### src/rtl/mag_cmp_pkg.sv
package mag_cmp_pkg;

    localparam int unsigned SLICE_W_DEF  = 4;
    localparam int unsigned SLICES_DEF   = 2;

    // Verdict carried between slices; packed order is gt, lt, eq (MSB first).
    typedef struct packed {
        logic gt;
        logic lt;
        logic eq;
    } verdict_t;

    localparam verdict_t SEED_EQUAL = '{gt: 1'b0, lt: 1'b0, eq: 1'b1};

    function automatic verdict_t pack_verdict(input logic g, input logic l, input logic e);
        verdict_t v;
        v.gt = g;
        v.lt = l;
        v.eq = e;
        return v;
    endfunction

    // Verdict of a slice whose own bits differ.
    function automatic verdict_t decided_verdict(input logic a_is_high);
        return pack_verdict(a_is_high, ~a_is_high, 1'b0);
    endfunction

endpackage

### src/rtl/bit_match_vec.sv
module bit_match_vec #(
    parameter int unsigned W = 4
) (
    input  logic [W-1:0] a_bits,
    input  logic [W-1:0] b_bits,
    output logic [W-1:0] match
);

    for (genvar i = 0; i < W; i++) begin : g_xnor
        assign match[i] = ~(a_bits[i] ^ b_bits[i]);
    end

endmodule

### src/rtl/msb_diff_pick.sv
module msb_diff_pick #(
    parameter int unsigned W = 4
) (
    input  logic [W-1:0] match,
    input  logic [W-1:0] a_bits,
    output logic         any_diff,
    output logic         a_high
);

    // Scan upward so the most significant mismatch is the last one written.
    always_comb begin
        a_high = 1'b0;
        for (int i = 0; i < W; i++) begin
            if (!match[i]) begin
                a_high = a_bits[i];
            end
        end
    end

    assign any_diff = ~(&match);

endmodule

### src/rtl/cmp_slice.sv
module cmp_slice
    import mag_cmp_pkg::*;
#(
    parameter int unsigned W = SLICE_W_DEF
) (
    input  logic [W-1:0] a_bits,
    input  logic [W-1:0] b_bits,
    input  verdict_t     lower_in,
    output verdict_t     result
);

    logic [W-1:0] match;
    logic         any_diff;
    logic         a_high;

    bit_match_vec #(.W(W)) match_i (
        .a_bits (a_bits),
        .b_bits (b_bits),
        .match  (match)
    );

    msb_diff_pick #(.W(W)) pick_i (
        .match    (match),
        .a_bits   (a_bits),
        .any_diff (any_diff),
        .a_high   (a_high)
    );

    always_comb begin
        if (any_diff) begin
            result = decided_verdict(a_high);
        end else begin
            result = lower_in;
        end
    end

endmodule

### src/rtl/mag_cmp_cascade.sv
module mag_cmp_cascade
    import mag_cmp_pkg::*;
#(
    parameter int unsigned STAGE_W    = SLICE_W_DEF,
    parameter int unsigned NUM_STAGES = SLICES_DEF
) (
    input  logic [STAGE_W*NUM_STAGES-1:0] a_word,
    input  logic [STAGE_W*NUM_STAGES-1:0] b_word,
    input  logic                          casc_gt_in,
    input  logic                          casc_lt_in,
    input  logic                          casc_eq_in,
    output logic                          gt_o,
    output logic                          lt_o,
    output logic                          eq_o
);

    localparam int unsigned LINKS = NUM_STAGES + 1;

    verdict_t link [LINKS];

    assign link[0] = pack_verdict(casc_gt_in, casc_lt_in, casc_eq_in);

    // Slice k handles bits [k*STAGE_W +: STAGE_W]; the top slice gives the final verdict.
    for (genvar k = 0; k < NUM_STAGES; k++) begin : g_slice
        cmp_slice #(.W(STAGE_W)) slice_i (
            .a_bits   (a_word[k*STAGE_W +: STAGE_W]),
            .b_bits   (b_word[k*STAGE_W +: STAGE_W]),
            .lower_in (link[k]),
            .result   (link[k+1])
        );
    end

    assign gt_o = link[NUM_STAGES].gt;
    assign lt_o = link[NUM_STAGES].lt;
    assign eq_o = link[NUM_STAGES].eq;

endmodule

### config.mk
export PLATFORM = sky130hd
export DESIGN_NAME = mag_cmp_cascade
export DESIGN_NICKNAME = d
export VERILOG_FILES = /design/src/rtl/mag_cmp_pkg.sv /design/src/rtl/bit_match_vec.sv /design/src/rtl/msb_diff_pick.sv /design/src/rtl/cmp_slice.sv /design/src/rtl/mag_cmp_cascade.sv
export SDC_FILE = /design/constraint.sdc
export NUM_CORES = 1
export LEC_CHECK = 0
export BUFFER_PORTS_ARGS = -buffer_cell sky130_fd_sc_hd__buf_2
export CORE_AREA = 2 2 39 41
export DETAILED_ROUTE_END_ITERATION = 8
export DIE_AREA = 0 0 41 43
export GPL_ROUTABILITY_DRIVEN = 0
export SLEW_MARGIN = 0
export SYNTH_ARGS = -nofsm -noshare
export SYNTH_HDL_FRONTEND = slang
export SYNTH_SLANG_ARGS = --single-unit
### constraint.sdc
create_clock -name vclk -period 1.9
set_input_delay 0.095 -clock vclk [all_inputs]
set_output_delay 0.095 -clock vclk [all_outputs]
set_load 0.01 [all_outputs]
==> metrics.cfg <==
[status]
status=finished, final reports clean

[sta]
slew_headroom_pct=67.0
hold_viol=0
tightest_slew_ns=0.482
drv_slew=0
setup_viol=0
max_freq_ghz=0.584
min_period_over_period_pct=90.1
rsz0062_at_grt=no
period_needed_ns=1.71
setup_tns_ns=0
whs_ns=0.499

[detailed_routing]
wirelength_microns=651
vias=339
ant_nets=0
dr.pass1.iters=4
drc=0
detail_route.wl_per_cell_microns=8.35
drt-initial-drc-count=2
vias_per_cell=4.35

[cells_and_area]
final_common_cell=buf_2
areaGrowthSynthToFinish_pct=47.1
fillerInstances=159
layout_common_cells=22 x buf_2, 8 x inv_1, 4 x ha_1
nNetsFinal=87
multiInputGateArea_sq_um=246
layoutNonFillerInstCount=78
drive_gt1_share_pct=40.3
diodes=0
n_clock_buffer=0
seqCellArea_sq_um=0
seq_cell_count=0

[power]
seqPwrFrac_pct=0
p_per_area_nw_per_um2=202
swShare_pct=46.5
combinationalPowerShare_pct=100.0
p_leak_nw=0.215
switching_power_w=0.0000382
p_int_w=0.0000440
total_power_w=0.0000822
clockPowerShare_pct=0
ir_worst_vdd_v=0.0000425

[floorplanning]
dieWidth_microns=41
design.core.area_sq_um=1380
placementRows=14
initial_core_util_pct=20.0
die_area_sq_um=1760
die_y_microns=43
io_pins=22

[global_routing]
grt_max_degree=4
first_global_vias=314
grt_usage_pct=8.19
grt_first_pass_wirelength_microns=1100
overflow=0
grt_antenna_before_repair=0

[place]
placed_cells=78
dpl.hpwl_microns=625
io_buffers=22

[critical_path]
cp.arrival_ns=1.62
cp_num_buf_inv=2
path_delay_family=simple AND/OR/NAND/NOR gates
worst-path-max-fanout=3
endpoint_kind=output pin
crit_chain=buf_2 > nor2b_2 > or4_4 > or3_1 > a32o_1 > buf_2
cp_data_required_time_ns=1.80
critical-path-slowest-cell=or4_4
crit_path_frequent_cell=buf_2
crit_type=input port to output pin
critPathLaunchType=input port
cp_slowest_stage_delay_ns=0.53

[flow_run]
maxCapViolCount=0

[cts]
hold_buffers=0
post_cts_resized=0
postCtsSetupRepairBufs=0

[synth]
syn_area_sq_um=277
avgSynthCellArea_sq_um=6.91
ys_seq_area_share_pct=0
synth_cell_type_count=21
syn_nets=63
syn_inst=40
yosysWarnings=0

[worst_hold_path]
min_path_type=input port to output pin

[power groups by stage]
| stage | registers (W) | clock network (W) | logic [W] |
|---|---|---|---|
| finish | 0 | 0 | 0.0000822 |
| global route | 0 | 0 | 0.0000940 |
| CTS | 0 | 0 | 0.0000836 |
| detailed placement | 0 | 0 | 0.0000834 |
| global placement | 0 | 0 | 0.0000827 |
| floorplan | 0 | 0 | 0.0000471 |
[logic make-up (layout without fill, tap and decap cells)]
group,count (synthesis),count (layout),share of synthesized area (%)
adder cells (fa/ha/maj),5,5,21.7
XOR/XNOR,2,2,6.34
AND/OR/NAND/NOR,17,17,38.0
buffers and inverters,8,30,10.9
AO/OA/AOI/OAI,8,8,23.1
[tightest hold or removal path, delay by kind of cell]
family        cells  cell delay, ns
buf+inv           2            0.23
simple gates      2            0.08
[final cells by class]
class	instances	share of cell area, %
multi-input cells	32	60.6
repair buffers	22	27.1
inverters	8	7.38
well taps	16	4.92
[metal layers]
metal  global-route usage (%)  vias to the layer above  part of all wire, %
met2                     15.0                        5                   54
met5                        0                        -                    0
met3                        0                        0                  2.5
li1                         -                      185                    -
met1                     10.8                      149                   44
met4                        0                        0                    0
[path summary, 6_finish.rpt]
check | start | end | slack, ns | cells after the start
worst min-delay path | casc_eq_in | eq_o | 0.50 | 4
worst max-delay path | b_word[3] | lt_o | 0.19 | 6
[stage by stage]
step | worst slack (ns) | cell area (sq um) | util, %
after global placement | 0.176 | 407 | 29.4
after detailed placement | 0.159 | 407 | 29.4
after floorplan | 0.402 | 277 | -
after global routing | 0.0943 | 407 | 29.4
after CTS | 0.179 | 407 | 29.4
final | 0.188 | 407 | 29.4
[cells in the mapped netlist]
master | instances | share of area, %
inv_1 | 8 | 11
ha_1 | 4 | 18
nand2_1 | 3 | 4.1
nor2b_1 | 3 | 6.8
a21boi_0 | 2 | 5.4
nand2b_1 | 2 | 4.5
nor2_1 | 2 | 2.7
nor2b_2 | 2 | 6.3
or3_1 | 2 | 4.5
a2111oi_0 | 1 | 3.2
a221oi_1 | 1 | 3.2
a32o_1 | 1 | 3.6
a32oi_1 | 1 | 3.2
maj3_1 | 1 | 3.6
nor3_1 | 1 | 1.8
nor4b_1 | 1 | 3.2
o21ai_0 | 1 | 1.8
o21bai_1 | 1 | 2.7
or4_4 | 1 | 4.1
xnor2_1 | 1 | 3.2
xor2_1 | 1 | 3.2
No activity file was read; power rests on OpenSTA's default activity.
